File: src/rtl/srx_pkg.sv
package srx_pkg;
  localparam int DATA_W = 8;

  typedef struct packed {
    logic [DATA_W-1:0] data;
    logic              perr;
    logic              ferr;
  } rx_entry_t;

  typedef enum logic [2:0] {
    S_IDLE,
    S_START,
    S_DATA,
    S_PAR,
    S_STOP
  } rx_state_e;
endpackage

File: src/rtl/srx_sync.sv
module srx_sync #(
  parameter int STAGES = 2
) (
  input  logic clk,
  input  logic rst_n,
  input  logic d,
  output logic q
);
  logic [STAGES-1:0] pipe_q;
  logic [STAGES-1:0] pipe_n;

  always_comb begin
    pipe_n = {pipe_q[STAGES-2:0], d};
  end

  always_ff @(posedge clk or negedge rst_n) begin
    if (!rst_n) pipe_q <= '1;
    else        pipe_q <= pipe_n;
  end

  assign q = pipe_q[STAGES-1];
endmodule

File: src/rtl/srx_frame_rx.sv
module srx_frame_rx
  import srx_pkg::*;
#(
  parameter int OSR = 16
) (
  input  logic      clk,
  input  logic      rst_n,
  input  logic      en,
  input  logic      rx_s,
  input  logic      tick,
  input  logic      par_en,
  input  logic      par_odd,
  output logic      push,
  output rx_entry_t push_entry
);
  localparam int CNT_W  = $clog2(OSR);
  localparam int BIDX_W = $clog2(DATA_W);
  localparam logic [CNT_W-1:0]  LAST   = CNT_W'(OSR - 1);
  localparam logic [CNT_W-1:0]  S_PRE  = CNT_W'(OSR / 2 - 1);
  localparam logic [CNT_W-1:0]  S_MID  = CNT_W'(OSR / 2);
  localparam logic [CNT_W-1:0]  S_POST = CNT_W'(OSR / 2 + 1);
  localparam logic [BIDX_W-1:0] B_LAST = BIDX_W'(DATA_W - 1);

  rx_state_e          state_q, state_n;
  logic [CNT_W-1:0]   tcnt_q, tcnt_n, idx;
  logic [BIDX_W-1:0]  bidx_q, bidx_n;
  logic [DATA_W-1:0]  shreg_q, shreg_n;
  logic               pre_q, pre_n;
  logic               mid_q, mid_n;
  logic               pbit_q, pbit_n;
  logic               prev_q, prev_n;
  logic               cpar_q, cpar_n;
  logic               codd_q, codd_n;
  logic               vote;

  assign idx  = tcnt_q + CNT_W'(1);
  assign vote = (pre_q & mid_q) | (pre_q & rx_s) | (mid_q & rx_s);

  always_comb begin
    state_n    = state_q;
    tcnt_n     = tcnt_q;
    bidx_n     = bidx_q;
    shreg_n    = shreg_q;
    pre_n      = pre_q;
    mid_n      = mid_q;
    pbit_n     = pbit_q;
    prev_n     = prev_q;
    cpar_n     = cpar_q;
    codd_n     = codd_q;
    push       = 1'b0;
    push_entry = '0;
    if (!en) begin
      state_n = S_IDLE;
      tcnt_n  = '0;
      prev_n  = 1'b0;
    end else if (tick) begin
      prev_n = rx_s;
      if (state_q == S_IDLE) begin
        if (prev_q && !rx_s) begin
          state_n = S_START;
          tcnt_n  = '0;
          cpar_n  = par_en;
          codd_n  = par_odd;
        end
      end else if (tcnt_q == LAST) begin
        tcnt_n = '0;
        case (state_q)
          S_START: begin
            state_n = S_DATA;
            bidx_n  = '0;
          end
          S_DATA: begin
            if (bidx_q == B_LAST) state_n = cpar_q ? S_PAR : S_STOP;
            else                  bidx_n  = bidx_q + BIDX_W'(1);
          end
          S_PAR:   state_n = S_STOP;
          default: state_n = S_IDLE;
        endcase
      end else begin
        tcnt_n = idx;
        if (idx == S_PRE) pre_n = rx_s;
        if (idx == S_MID) begin
          mid_n = rx_s;
          if (state_q == S_START && rx_s) state_n = S_IDLE;
        end
        if (idx == S_POST) begin
          case (state_q)
            S_DATA: shreg_n = {vote, shreg_q[DATA_W-1:1]};
            S_PAR:  pbit_n  = vote;
            S_STOP: begin
              push            = 1'b1;
              push_entry.data = shreg_q;
              push_entry.perr = cpar_q & (^shreg_q ^ pbit_q ^ codd_q);
              push_entry.ferr = ~vote;
              state_n         = S_IDLE;
            end
            default: ;
          endcase
        end
      end
    end
  end

  always_ff @(posedge clk or negedge rst_n) begin
    if (!rst_n) begin
      state_q <= S_IDLE;
      tcnt_q  <= '0;
      bidx_q  <= '0;
      shreg_q <= '0;
      pre_q   <= 1'b1;
      mid_q   <= 1'b1;
      pbit_q  <= 1'b0;
      prev_q  <= 1'b0;
      cpar_q  <= 1'b0;
      codd_q  <= 1'b0;
    end else begin
      state_q <= state_n;
      tcnt_q  <= tcnt_n;
      bidx_q  <= bidx_n;
      shreg_q <= shreg_n;
      pre_q   <= pre_n;
      mid_q   <= mid_n;
      pbit_q  <= pbit_n;
      prev_q  <= prev_n;
      cpar_q  <= cpar_n;
      codd_q  <= codd_n;
    end
  end

  // a start bit seen high at its mid sample is abandoned
  p_start_glitch_r2: assert property (@(posedge clk) disable iff (!rst_n)
    (en && tick && state_q == S_START && tcnt_q == S_PRE && rx_s) |=> state_q == S_IDLE);

  // nothing completes while reception is disabled
  p_push_needs_enable_r7: assert property (@(posedge clk) disable iff (!rst_n)
    push |-> en);
endmodule

File: src/rtl/srx_fifo.sv
module srx_fifo
  import srx_pkg::*;
#(
  parameter int DEPTH = 2
) (
  input  logic      clk,
  input  logic      rst_n,
  input  logic      flush,
  input  logic      push,
  input  rx_entry_t push_entry,
  input  logic      pop,
  output rx_entry_t head,
  output logic      empty,
  output logic      overrun
);
  localparam int PTR_W = (DEPTH > 1) ? $clog2(DEPTH) : 1;
  localparam int CNT_W = $clog2(DEPTH + 1);
  localparam logic [CNT_W-1:0] FULL_CNT = CNT_W'(DEPTH);
  localparam logic [PTR_W-1:0] PTR_LAST = PTR_W'(DEPTH - 1);

  rx_entry_t         mem_q [DEPTH];
  logic [PTR_W-1:0]  wr_q, wr_n, rd_q, rd_n;
  logic [CNT_W-1:0]  cnt_q, cnt_n;
  logic              ovr_q, ovr_n;
  logic              full, pop_ok, accept;

  assign full   = (cnt_q == FULL_CNT);
  assign empty  = (cnt_q == '0);
  assign pop_ok = pop & ~empty;
  assign accept = push & (~full | pop_ok);

  always_comb begin
    wr_n  = wr_q;
    rd_n  = rd_q;
    cnt_n = cnt_q;
    ovr_n = ovr_q;
    if (flush) begin
      wr_n  = '0;
      rd_n  = '0;
      cnt_n = '0;
      ovr_n = 1'b0;
    end else begin
      if (accept) wr_n = (wr_q == PTR_LAST) ? '0 : wr_q + PTR_W'(1);
      if (pop_ok) rd_n = (rd_q == PTR_LAST) ? '0 : rd_q + PTR_W'(1);
      cnt_n = cnt_q + CNT_W'(accept) - CNT_W'(pop_ok);
      if (pop_ok)               ovr_n = 1'b0;
      else if (push && !accept) ovr_n = 1'b1;
    end
  end

  always_ff @(posedge clk or negedge rst_n) begin
    if (!rst_n) begin
      wr_q  <= '0;
      rd_q  <= '0;
      cnt_q <= '0;
      ovr_q <= 1'b0;
    end else begin
      wr_q  <= wr_n;
      rd_q  <= rd_n;
      cnt_q <= cnt_n;
      ovr_q <= ovr_n;
    end
  end

  for (genvar g = 0; g < DEPTH; g++) begin : g_slot
    always_ff @(posedge clk) begin
      if (accept && !flush && wr_q == PTR_W'(g)) mem_q[g] <= push_entry;
    end
  end

  assign head    = empty ? '0 : mem_q[rd_q];
  assign overrun = ovr_q;

  // occupancy never exceeds the configured depth
  p_count_bound_r5: assert property (@(posedge clk) disable iff (!rst_n)
    cnt_q <= FULL_CNT);

  // disabling empties the buffer on the next cycle
  p_flush_empties_r7: assert property (@(posedge clk) disable iff (!rst_n)
    flush |=> (cnt_q == '0 && !ovr_q));

  // a read on an empty buffer changes nothing
  p_empty_read_ignored_r8: assert property (@(posedge clk) disable iff (!rst_n)
    (pop && empty && !push && !flush) |=> cnt_q == '0);

  // overrun can only rise from a full buffer
  p_overrun_from_full_r6: assert property (@(posedge clk) disable iff (!rst_n)
    $rose(ovr_q) |-> $past(cnt_q) == FULL_CNT);

  // completion meeting a read on a full buffer is kept
  p_race_kept_r9: assert property (@(posedge clk) disable iff (!rst_n)
    (push && pop && full && !flush) |=> (cnt_q == FULL_CNT && !ovr_q));
endmodule

File: src/rtl/srx_receiver.sv
module srx_receiver
  import srx_pkg::*;
#(
  parameter int DEPTH       = 2,
  parameter int OSR         = 16,
  parameter int SYNC_STAGES = 2
) (
  input  logic              clk,
  input  logic              rst_n,
  input  logic              rx_line,
  input  logic              tick16,
  input  logic              rx_enable,
  input  logic              parity_enable,
  input  logic              parity_odd,
  input  logic              rd_strobe,
  output logic [DATA_W-1:0] rd_data,
  output logic              rx_ready,
  output logic              parity_error,
  output logic              frame_error,
  output logic              overrun
);
  logic [1:0] rst_pipe_q;
  logic       rst_core_n;
  logic       rx_s;
  logic       push;
  logic       empty;
  rx_entry_t  push_entry;
  rx_entry_t  head;

  always_ff @(posedge clk or negedge rst_n) begin
    if (!rst_n) rst_pipe_q <= '0;
    else        rst_pipe_q <= {rst_pipe_q[0], 1'b1};
  end
  assign rst_core_n = rst_pipe_q[1];

  srx_sync #(.STAGES(SYNC_STAGES)) u_sync (
    .clk   (clk),
    .rst_n (rst_core_n),
    .d     (rx_line),
    .q     (rx_s)
  );

  srx_frame_rx #(.OSR(OSR)) u_frame (
    .clk        (clk),
    .rst_n      (rst_core_n),
    .en         (rx_enable),
    .rx_s       (rx_s),
    .tick       (tick16),
    .par_en     (parity_enable),
    .par_odd    (parity_odd),
    .push       (push),
    .push_entry (push_entry)
  );

  srx_fifo #(.DEPTH(DEPTH)) u_fifo (
    .clk        (clk),
    .rst_n      (rst_core_n),
    .flush      (~rx_enable),
    .push       (push),
    .push_entry (push_entry),
    .pop        (rd_strobe),
    .head       (head),
    .empty      (empty),
    .overrun    (overrun)
  );

  assign rd_data      = head.data;
  assign rx_ready     = ~empty;
  assign parity_error = head.perr;
  assign frame_error  = head.ferr;

  // error flags are quiet while nothing is buffered
  p_flags_empty_r5: assert property (@(posedge clk) disable iff (!rst_core_n)
    !rx_ready |-> (!parity_error && !frame_error));
endmodule

File: config.mk
export PLATFORM = sky130hd
export DESIGN_NAME = srx_receiver
export DESIGN_NICKNAME = d
export VERILOG_FILES = /design/src/rtl/srx_pkg.sv /design/src/rtl/srx_sync.sv /design/src/rtl/srx_frame_rx.sv /design/src/rtl/srx_fifo.sv /design/src/rtl/srx_receiver.sv
export SDC_FILE = /design/constraint.sdc
export NUM_CORES = 1
export LEC_CHECK = 0
export ABC_AREA = 1
export BUFFER_PORTS_ARGS = -buffer_cell sky130_fd_sc_hd__buf_2
export CORE_UTILIZATION = 45
export CTS_BUF_LIST = sky130_fd_sc_hd__clkbuf_2
export DETAILED_ROUTE_END_ITERATION = 8
export PLACE_DENSITY = 0.7
export SLEW_MARGIN = 20
export SYNTH_ARGS = -nofsm -noshare
export SYNTH_HDL_FRONTEND = slang
export SYNTH_SLANG_ARGS = --single-unit
File: constraint.sdc
create_clock -name clk -period 2 [get_ports clk]
set_input_delay 0.2 -clock clk [delete_from_list [all_inputs] [get_ports clk]]
set_output_delay 0.2 -clock clk [all_outputs]
set_load 0.02 [all_outputs]
==> results of run 1 <==
how the worst max path moves through the flow:
stage | start | endpoint | slack, ns | cells after the start
after floorplan | u_frame.tcnt_q[0]$_DFFE_PN0P_ | u_fifo.mem_q[0][0]$_DFFE_PP_ | -0.10 | 6
after global placement | u_frame.tcnt_q[0]$_DFFE_PN0P_ | u_fifo.mem_q[1][7]$_DFFE_PP_ | 0.12 | 7
after detailed placement | u_frame.tcnt_q[0]$_DFFE_PN0P_ | u_fifo.mem_q[0][3]$_DFFE_PP_ | 0.09 | 7
after CTS | u_frame.tcnt_q[0]$_DFFE_PN0P_ | u_fifo.mem_q[0][8]$_DFFE_PP_ | 0.03 | 7
after global routing | u_fifo.rd_q$_DFFE_PN0N_ | rd_data[3] | 0.003 | 4
final | u_fifo.rd_q$_DFFE_PN0N_ | rd_data[3] | 0.12 | 4
cells in the final DEF, fill, tap and decap left out, types with 2 or more instances in the layout:
cell type,synthesis,layout
a21oi_1,18,18
buf_2,0,19
buf_4,1,6
clkbuf_2,0,5
dfrtp_1,29,29
dfstp_2,4,4
dlygate4sd3_1,0,6
edfxtp_1,20,20
ha_1,8,8
inv_1,42,41
inv_2,3,4
nand2_1,84,84
nand2_2,6,6
nand3_1,16,16
nand3_2,2,2
nand4_1,6,6
nor2_1,28,28
nor2_2,3,2
nor2_4,1,2
nor3_1,2,2
nor3_2,2,2
o21ai_0,10,10
o21ai_1,4,4
o21ai_2,8,8
xnor2_1,2,2
xor2_1,2,2
cell type report:
class | count | area (um^2) | share of cell area (%)
flip-flops and latches | 53 | 1430 | 47.0
well taps | 72 | 90.1 | 2.96
multi-input cells | 207 | 1070 | 35.2
clock inverters | 3 | 25.0 | 0.822
repair buffers | 33 | 231 | 7.61
clock buffers | 5 | 25.0 | 0.822
inverters | 45 | 169 | 5.55
registers in the layout (all words and copies together), names as in the netlist, 2 cells and up:
name and cells:
u_fifo.mem_q 20, u_frame.bidx_q 3, u_fifo.cnt_q 2, rst_pipe_q 2, u_frame.state_q 3, u_frame.tcnt_q 4
u_frame.shreg_q 8, u_sync.pipe_q 2
timing repair:
item	4_1_cts	5_1_grt
resized for setup	1	2
endpoints found under the setup margin	1	21
pin swaps	0	2
hold buffers	5	1
endpoints found under the hold margin	5	1
cloned	0	0
buffers inserted	0	1
cell families after synthesis:
logic type / share of synthesized area [%]
AND/OR/NAND/NOR: 24.7
buffers and inverters: 7.38
adder cells (fa/ha/maj): 3.71
flip-flops: 53.1
other: 0.139
XOR/XNOR: 1.90
AO/OA/AOI/OAI: 9.05
routing by layer:
layer / GRT usage, % / wire (um)
met4: 5.45 / 27
met3: 3.09 / 193
met1: 22.3 / 2400
met2: 25.3 / 2040
met5: 0 / 0
cell usage after synthesis:
library cell  instances
nand4_1               6
nand2_1              84
xor2_1                2
nor2_1               28
edfxtp_1             20
inv_1                42
o21ai_2               8
xnor2_2               1
nand2_4               1
o22ai_1               1
o21ai_1               4
o31ai_1               1
nand3_1              16
clkbuf_1              3
nor3_2                2
nand2_2               6
nor2_2                3
dfrtp_1              29
buf_4                 1
inv_2                 3
o21ai_0              10
a21oi_1              18
nand3_2               2
nor2_4                1
dfstp_2               4
nor3_1                2
buf_6                 1
xnor2_1               2
conb_1                1
ha_1                  8
worst max-delay path: stages (launching register included):
cell and delay, ns:
dfrtp_1 0.57, inv_2 0.22, nand2_1 0.08, a21oi_1 0.17, buf_2 0.19
report_power, final:
group / total (mW) / switching [mW] / internal, mW
logic: 0.469 / 0.308 / 0.161
clock network: 0.443 / 0.349 / 0.0934
registers: 1.20 / 0.0397 / 1.16
==> results.tsv, run 1 <==
stage	metric	value	unit
clock_tree	CTS tree	built	
global_route	first-pass GRT wire length	7790	um
synth	Synth area leaders	dfrtp_1 (27%), edfxtp_1 (22%), nand2_1 (12%)	
power	VDD IR-drop max	319	uV
finish	fin area	0.00304	mm^2
floorplan	Die H	79.4	um
setup_path	Crit Path Class	flop to output port	
placed_design	DP Area	0.00292	mm^2
synth	Syn Nets	326	
synth	Mapped Area	0.00270	mm^2
min_path	Hold Crit Class	input port to flop	
timing	post-layout minimum cycle time	1.88	ns
setup_path	critical path capture point type	output port	
timing	fmax	532	MHz
clock_tree	CTS buffer count	5	
placed_design	Place WS	0.0872	ns
synth	synthesized flop and latch total	53	
synth	leading area contributor after synthesis	dfrtp_1	
setup_path	worst-path maximum fanout	12	
clock_tree	H-Tree Depth	2	
outcome	status	complete, no violations	
setup_path	CP arrival	1.68	ns
timing	relative slew slack	58.9	%
setup_path	worst path required time	1.80	ns
detailed_routing	via count	2054	
power	Pwr Total	2.11	mW
synth	Seq/Total Area, Yosys	53.1	%
timing	Fin. Hold Viols	0	
timing	final setup fails	0	
detailed_routing	post-route ant nets	0	
setup_path	RR Startpoint	u_frame.tcnt_q[0]$_DFFE_PN0P_	
global_route	pin count of the biggest net entering global routing	19	
global_route	vias in the first global route	1784	
floorplan	Initial Util	47.8	%
finish	P&R area growth vs syn	12.9	%
setup_path	R2R cell count	7	
synth	Synthesis Warnings	0	
detailed_routing	final wirelength	4660	um
placed_design	hpwl dp	3570	um
floorplan	die area	0.00631	mm^2
setup_path	r2r setup slk	0.16	ns
synth	post-synth top area share	26.9	%
floorplan	# IOs	20	
timing	worst hold slack	0.0441	ns
timing	setup TNS	0	ns
finish	layout cells sized above 1	19.4	%
detailed_routing	Iter 0 DRT Violations	105	
placed_design	DP Cell Count	403	
detailed_routing	# DRC	0	
placed_design	GP Congestion	0.890	
clock_tree	CTS clk-pin slew, worst paths	0.26	ns
finish	Inserted Diodes	0	
run	# Max-Cap Violations	0	
detailed_routing	First-pass DRT Iterations	4	
finish	Nets	361	
timing	Slew Limit Fails	0	
timing	slew at the pin closest to its max-slew limit	0.617	ns
timing	fin crit share	93.9	%
timing	RSZ-0062 raised after global routing	false	
power	Pwr Density	694	mW/mm^2
min_path	Hold Path Stages	3	
synth	Synth cell types	30	
clock_tree	Root Driver	clkbuf_2	
finish	non-filler cells, final	418	
setup_path	RR Endpoint	u_fifo.mem_q[0][6]$_DFFE_PP_	
global_route	GRT Total Usage	16.1	%
synth	cell count after synthesis	310	
finish	Final Util	53.9	%
setup_path	CP startpoint kind	flop	
clock_tree	Skew-Pair Late Insertion Delay	0.45	ns
clock_tree	CTS Buffer Depth	2	
global_route	Congestion Overflow GR	0	
floorplan	Core Footprint	0.00564	mm^2
detailed_routing	DR WL/cell	11.2	um
clock_tree	# clock sinks	53	
global_route	initial antenna violation count	0	
detailed_routing	Via-to-Cell Ratio	4.91	
synth	syn avg cell area	8.70	um^2
finish	fill count	496	
placed_design	IO buf count	19	
timing	worst setup margin	0.122	ns
min_path	Min-Delay Startpoint	tick16	
timing	clock skew	0.0253	ns
power	Pleak	1.49	nW
min_path	Hold EP	u_frame.tcnt_q[1]$_DFFE_PN0P_	
floorplan	die width	79.4	um
floorplan	num rows	27	
(Power assumes the default switching activity.)
==> run 2, diff against run 1 <==
Settings changed: CORE_MARGIN set to 4.
==> run 2 against run 1 <==
  * First-iteration DRC count rose by 21%
  * Clock power barely moved
  * Clock skew fell by 0.0034 ns
  * Register-to-register slack got worse by 0.08 ns
  * Maximum frequency fell by 2.4%
  * Die area rose by 16%
  * Combinational power rose by 4.5%
  * Critical path type is now flop to flop
  * Critical endpoint is now u_fifo.mem_q[0][0]$_DFFE_PP_
  * Largest cell class unchanged
  * Highest routed layer unchanged
==> results.tsv, run 2 (synthesis gave the netlist of run 1 again) <==
stage	metric	value	unit
outcome	status	complete, no violations	
power	Pleak	1.51	nW
floorplan	# IOs	20	
setup_path	critical path capture point type	flop	
detailed_routing	final wirelength	5150	um
detailed_routing	# DRC	0	
detailed_routing	DR WL/cell	12.2	um
detailed_routing	Via-to-Cell Ratio	4.98	
power	Pwr Total	2.13	mW
setup_path	Crit Path Class	flop to flop	
timing	clock skew	0.0219	ns
setup_path	CP arrival	2.11	ns
clock_tree	# clock sinks	53	
min_path	Hold Path Stages	3	
global_route	first-pass GRT wire length	9020	um
detailed_routing	post-route ant nets	0	
setup_path	critical-path cell list	ha_2 > xnor2_4 > nand3_4 > nor2_4 > nand2_4 > nor3_4 > buf_6	
global_route	grt met2 use	24.9	%
global_route	initial antenna violation count	0	
floorplan	Initial Util	47.8	%
finish	FF+latch area	0.00143	mm^2
global_route	pin count of the biggest net entering global routing	21	
finish	most frequent cells in the layout	nand2_1 (84), inv_1 (41), dfrtp_1 (29)	
setup_path	Bufs and invs on worst path	1	
finish	Inserted Diodes	0	
finish	fill count	502	
setup_path	CP max stage delay	0.45	ns
finish	fin area	0.00312	mm^2
global_route	Congestion Overflow GR	0	
setup_path	Levels on crit path	7	
global_route	vias in the first global route	2000	
placed_design	IO buf count	19	
floorplan	num rows	27	
timing	fmax	520	MHz
finish	Largest regs	u_fifo.mem_q: 20 flops, u_frame.shreg_q: 8 flops, u_frame.tcnt_q: 4 flops	
clock_tree	H-Tree Depth	2	
finish	P&R area growth vs syn	15.6	%
detailed_routing	via count	2102	
floorplan	Die H	85.4	um
clock_tree	Root Driver	clkbuf_2	
detailed_routing	Iter 0 DRT Violations	127	
timing	worst hold slack	0.0466	ns
min_path	Hold Crit Class	input port to flop	
global_route	GRT Total Usage	15.2	%
placed_design	hpwl dp	3780	um
timing	Slew Limit Fails	0	
finish	area of the multi-input gates	0.00111	mm^2
finish	Largest Register	u_fifo.mem_q	
setup_path	R2R cell count	7	
finish	most common cell after layout, fill and taps aside	nand2_1	
setup_path	slowest CP cell	dfrtp_1	
global_route	grt met3 use	3.59	%
floorplan	die area	0.00729	mm^2
clock_tree	CTS tree	built	
run	# Max-Cap Violations	0	
timing	fin crit share	96.2	%
floorplan	Core Footprint	0.00564	mm^2
clock_tree	CTS buffer count	5	
timing	slew at the pin closest to its max-slew limit	0.526	ns
global_route	gr busiest metal	met2	
finish	Nets	365	
floorplan	die width	85.4	um
placed_design	GP Congestion	0.921	
setup_path	cell family with most CP delay	simple AND/OR/NAND/NOR gates	
timing	Fin. Hold Viols	0	
setup_path	worst path required time	2.19	ns
placed_design	DP Area	0.00292	mm^2
power	VDD IR-drop max	489	uV
timing	post-layout minimum cycle time	1.92	ns
timing	final setup fails	0	
placed_design	DP Cell Count	404	
finish	layout cells sized above 1	21.1	%
timing	relative slew slack	64.9	%
power	Pwr Density	683	mW/mm^2
detailed_routing	First-pass DRT Iterations	4	
finish	max reg flops	20	
setup_path	worst-path maximum fanout	5	
global_route	met1 Use GR	20.6	%
setup_path	r2r setup slk	0.08	ns
clock_tree	Skew-Pair Late Insertion Delay	0.44	ns
clock_tree	CTS Buffer Depth	2	
finish	non-filler cells, final	422	
clock_tree	CTS clk-pin slew, worst paths	0.27	ns
setup_path	CP startpoint kind	flop	
## run 2: cell count changes in the layout (fill, tap and decap cells not counted), sizes merged
| cell | before | now |
|---|---|---|
| buf | 27 | 31 |
## run 2: power breakdown
part / total (mW) / switching, mW / internal (mW) / leakage, nW
Clock: 0.444 / 0.351 / 0.0935 / 0.0296
Sequential: 1.19 / 0.0319 / 1.16 / 0.608
Combinational: 0.490 / 0.325 / 0.166 / 0.871
Total: 2.13 / 0.707 / 1.42 / 1.51
## run 2: final timing paths
path	startpoint	endpoint
setup / recovery	u_frame.tcnt_q[0]$_DFFE_PN0P_	u_fifo.mem_q[0][0]$_DFFE_PP_
min in group asynchronous	rst_pipe_q[1]$_DFF_PN0_	u_frame.state_q[2]$_DFFE_PN0P_
setup reg to reg	u_frame.tcnt_q[0]$_DFFE_PN0P_	u_fifo.mem_q[0][0]$_DFFE_PP_
max in group asynchronous	rst_pipe_q[1]$_DFF_PN0_	u_frame.mid_q$_DFFE_PN1P_
hold reg to reg	rst_pipe_q[1]$_DFF_PN0_	u_frame.state_q[2]$_DFFE_PN0P_
hold / removal	rx_enable	u_fifo.cnt_q[0]$_DFF_PN0_
## run 2: metrics by stage
| step | setup WS, ns | util, % | setup TNS [ns] |
|---|---|---|---|
| after floorplan | -0.105 | - | -2.09 |
| after global placement | 0.116 | 51.8 | 0 |
| after detailed placement | 0.0457 | 51.8 | 0 |
| after CTS | 0.0241 | 53.6 | 0 |
| after global routing | -0.0436 | 55.2 | -0.108 |
| final | 0.0752 | 55.2 | 0 |
## run 2: repair_timing
action | CTS | global route
hold buffers | 5 | 1
gates cloned | 0 | 1
setup buffers | 0 | 4
endpoints found under the hold margin | 5 | 1
resized for setup | 0 | 12
pin swaps | 1 | 7
endpoints found under the setup margin | 1 | 21
## run 2: worst min-delay path: cells and delay by family
family / cells / cell delay (ns)
buf+inv: 2 / 0.20
simple gates: 1 / 0.07
## run 2: area by class of cell
class                           count  area share [%]
Clock buffer                        5           0.803
Clock inverter                      3           0.803
Inverter                           45            5.42
Multi-Input combinational cell    207            35.6
Sequential cell                    53            45.9
Tap cell                           72            2.89
Timing Repair Buffer               37            8.51
## run 2: metal layers
| metal | wire, um | part of all wire [%] | up-vias |
|---|---|---|---|
| met5 | 0 | 0 | - |
| met4 | 57 | 1.1 | 0 |
| met3 | 277 | 5.4 | 8 |
| met2 | 2450 | 48 | 56 |
| met1 | 2360 | 46 | 972 |
| li1 | - | - | 1066 |
==> run 3, diff against run 2 <==
Settings changed: ABC_AREA 1 to unset.
==> run 3 against run 2 <==
  * Die area shrank 1.9%
  * Register-to-register slack worse by 0.04 ns
  * Design area grew 1.4%
  * Clock power rose by 3%
  * First-iteration DRC count shrank 31%
  * Critical path depth unchanged
  * Power shrank 0.15%
  * Wire length decreased by 1.3%
  * Sequential share of layout area is 0.54 points lower
  * Clock skew decreased by 0.0044 ns
  * Global-route usage is 0.38 points lower
  * Synthesized cell count is 28% lower
  * Critical path type unchanged
  * Largest cell class unchanged
  * Highest routed layer unchanged
==> results.tsv, run 3 <==
stage	metric	value	unit
outcome	status	complete, no violations	
global_route	initial antenna violation count	0	
setup_path	Crit Path Class	flop to flop	
timing	worst hold slack	0.0435	ns
setup_path	CP max stage delay	0.50	ns
timing	post-layout minimum cycle time	1.97	ns
detailed_routing	post-route ant nets	0	
synth	Synth Area in Simple Gates	16.6	%
global_route	first-pass GRT wire length	8480	um
power	Pleak	1.29	nW
floorplan	# IOs	20	
clock_tree	CTS buffer count	5	
clock_tree	CTS Buffer Depth	2	
timing	setup TNS	0	ns
floorplan	die area	0.00716	mm^2
global_route	Congestion Overflow GR	0	
run	# Max-Cap Violations	0	
finish	fill count	500	
synth	EDFF count, synth	20	
finish	max reg flops	20	
synth	Main synth FF type	dfrtp_1	
power	VDD IR-drop max	356	uV
detailed_routing	Iter 0 DRT Violations	87	
setup_path	worst path required time	2.23	ns
synth	syn avg cell area	11.8	um^2
setup_path	CP startpoint kind	flop	
finish	layout cells sized above 1	31.4	%
floorplan	num rows	27	
timing	Fin. Hold Viols	0	
timing	fin crit share	98.3	%
synth	synthesized flop and latch total	53	
setup_path	slowest CP cell	dfrtp_1	
finish	Largest Register	u_fifo.mem_q	
clock_tree	Skew-Pair Late Insertion Delay	0.46	ns
clock_tree	CTS tree	built	
synth	mux share of post-synthesis cell area	10.9	%
detailed_routing	First-pass DRT Iterations	4	
floorplan	Core Footprint	0.00561	mm^2
timing	final setup fails	0	
synth	adder-cell share of the synthesized area	4.17	%
setup_path	CP arrival	2.20	ns
detailed_routing	# DRC	0	
synth	Syn Nets	239	
detailed_routing	via count	1821	
global_route	pin count of the biggest net entering global routing	32	
timing	fmax	509	MHz
synth	Post-synth top cells	dfrtp_1 (29), edfxtp_1 (20), nor2_1 (18)	
floorplan	die width	84.6	um
detailed_routing	final wirelength	5080	um
synth	fraction of registers with async set/reset	62.3	%
synth	post-synth top area share	27.5	%
detailed_routing	Via-to-Cell Ratio	5.31	
placed_design	Place WS	0.0363	ns
clock_tree	H-Tree Depth	2	
detailed_routing	DR WL/cell	14.8	um
finish	Nets	286	
finish	Largest regs	u_fifo.mem_q: 20 flops, u_frame.shreg_q: 8 flops, u_frame.tcnt_q: 4 flops	
global_route	vias in the first global route	1837	
finish	Inserted Diodes	0	
synth	Mapped Area	0.00264	mm^2
setup_path	critical-path cell list	buf_4 > and2_1 > o221a_4 > buf_4 > nor4_4 > buf_4 > clkbuf_16	
power	Pwr Density	672	mW/mm^2
synth	leading area contributor after synthesis	dfrtp_1	
floorplan	Die H	84.6	um
placed_design	IO buf count	19	
synth	Compound-Gate Fraction of Synth Area	6.73	%
setup_path	critical path capture point type	flop	
synth	main combinational cell family by area after synthesis	simple AND/OR/NAND/NOR gates	
floorplan	Initial Util	47.1	%
clock_tree	CTS clk-pin slew, worst paths	0.29	ns
timing	worst setup margin	0.0347	ns
setup_path	worst-path maximum fanout	5	
timing	clock skew	0.0175	ns
clock_tree	Root Driver	clkbuf_2	
setup_path	Most common cell on crit path	buf_4	
synth	most common cell in the netlist	dfrtp_1	
global_route	GRT Total Usage	14.9	%
placed_design	GP Congestion	0.859	
finish	most frequent cells in the layout	dfrtp_1 (26), buf_4 (20), edfxtp_1 (20)	
synth	Synthesis Warnings	0	
synth	Synth area leaders	dfrtp_1 (27%), edfxtp_1 (23%), mux2_4 (4.5%)	
clock_tree	# clock sinks	53	
timing	Slew Limit Fails	0	
synth	cell count after synthesis	223	
finish	most common cell after layout, fill and taps aside	dfrtp_1	
finish	P&R area growth vs syn	19.8	%
min_path	Hold Crit Class	input port to flop	
power	Pwr Total	2.12	mW
synth	Seq/Total Area, Yosys	54.2	%
synth	Synth cell types	51	
placed_design	hpwl dp	3690	um
synth	XOR/XNOR Fraction of Synth Area	4.64	%
run 3: repair_timing:
action,in CTS,in global routing
hold buffers,5,0
gates resized for setup,1,12
buffers inserted,0,2
endpoints found under the setup margin,10,31
cloned,0,1
endpoints found under the hold margin,5,0
pin swaps,1,3
run 3: stage by stage:
step | instance area (um^2) | cells | utilization, %
detailed placement | 2970 | 327 | 53.0
finish | 3160 | 343 | 56.4
CTS | 3070 | 340 | 54.8
floorplan | 2660 | 223 | -
global route | 3160 | 343 | 56.4
global placement | 2970 | 327 | 53.0
run 3: cells by family after synthesis:
kind of cell | Yosys count
AND/OR/NAND/NOR | 80
adder cells (fa/ha/maj) | 9
flip-flops | 53
XOR/XNOR | 14
multiplexers | 24
other | 1
AO/OA/AOI/OAI | 26
buffers and inverters | 16
run 3: cell type report:
| cell class | instances | area (um^2) | area share [%] |
|---|---|---|---|
| tap | 72 | 90.1 | 2.85 |
| sequential | 53 | 1440 | 45.4 |
| clock buffer | 5 | 25.0 | 0.791 |
| timing repair buffer | 46 | 340 | 10.8 |
| multi-input combinational | 154 | 1210 | 38.2 |
| clock inverter | 3 | 26.3 | 0.831 |
| inverter | 10 | 37.5 | 1.19 |
run 3: final timing paths:
kind / from / slack (ns) / endpoint / cells past startpoint
setup / recovery: u_frame.tcnt_q[0]$_DFFE_PN0P_ / 0.03 / u_fifo.mem_q[0][8]$_DFFE_PP_ / 7
hold / removal: tick16 / 0.04 / u_frame.tcnt_q[1]$_DFFE_PN0P_ / 3
setup reg to reg: u_frame.tcnt_q[0]$_DFFE_PN0P_ / 0.03 / u_fifo.mem_q[0][8]$_DFFE_PP_ / 7
hold reg to reg: rst_pipe_q[1]$_DFF_PN0_ / 0.26 / u_frame.shreg_q[7]$_DFFE_PN0P_ / 1
max in group asynchronous: rst_n / 1.33 / rst_pipe_q[1]$_DFF_PN0_ / 3
min in group asynchronous: rst_pipe_q[1]$_DFF_PN0_ / 0.26 / u_frame.shreg_q[7]$_DFFE_PN0P_ / 1
run 3: per-layer routing:
metal / up-vias / track usage (%) / routed length, um
met5: - / 0 / 0
met4: 0 / 4.89 / 76
met3: 7 / 3.43 / 244
met2: 46 / 26.7 / 2630
met1: 881 / 17.4 / 2140
li1: 887 / - / -
run 3: power by group:
group | switching, mW | leakage [nW] | internal [mW]
clock | 0.362 | 0.0271 | 0.0942
sequential | 0.0524 | 0.570 | 1.16
combinational | 0.255 | 0.697 | 0.204
run 3: worst max-delay path, delay by kind of cell (launching register included):
family | cells | cell delay (ns)
AND/OR/NAND/NOR | 2 | 0.38
AO/OA/AOI/OAI | 1 | 0.23
buffers and inverters | 4 | 0.63
flip-flops | 1 | 0.50
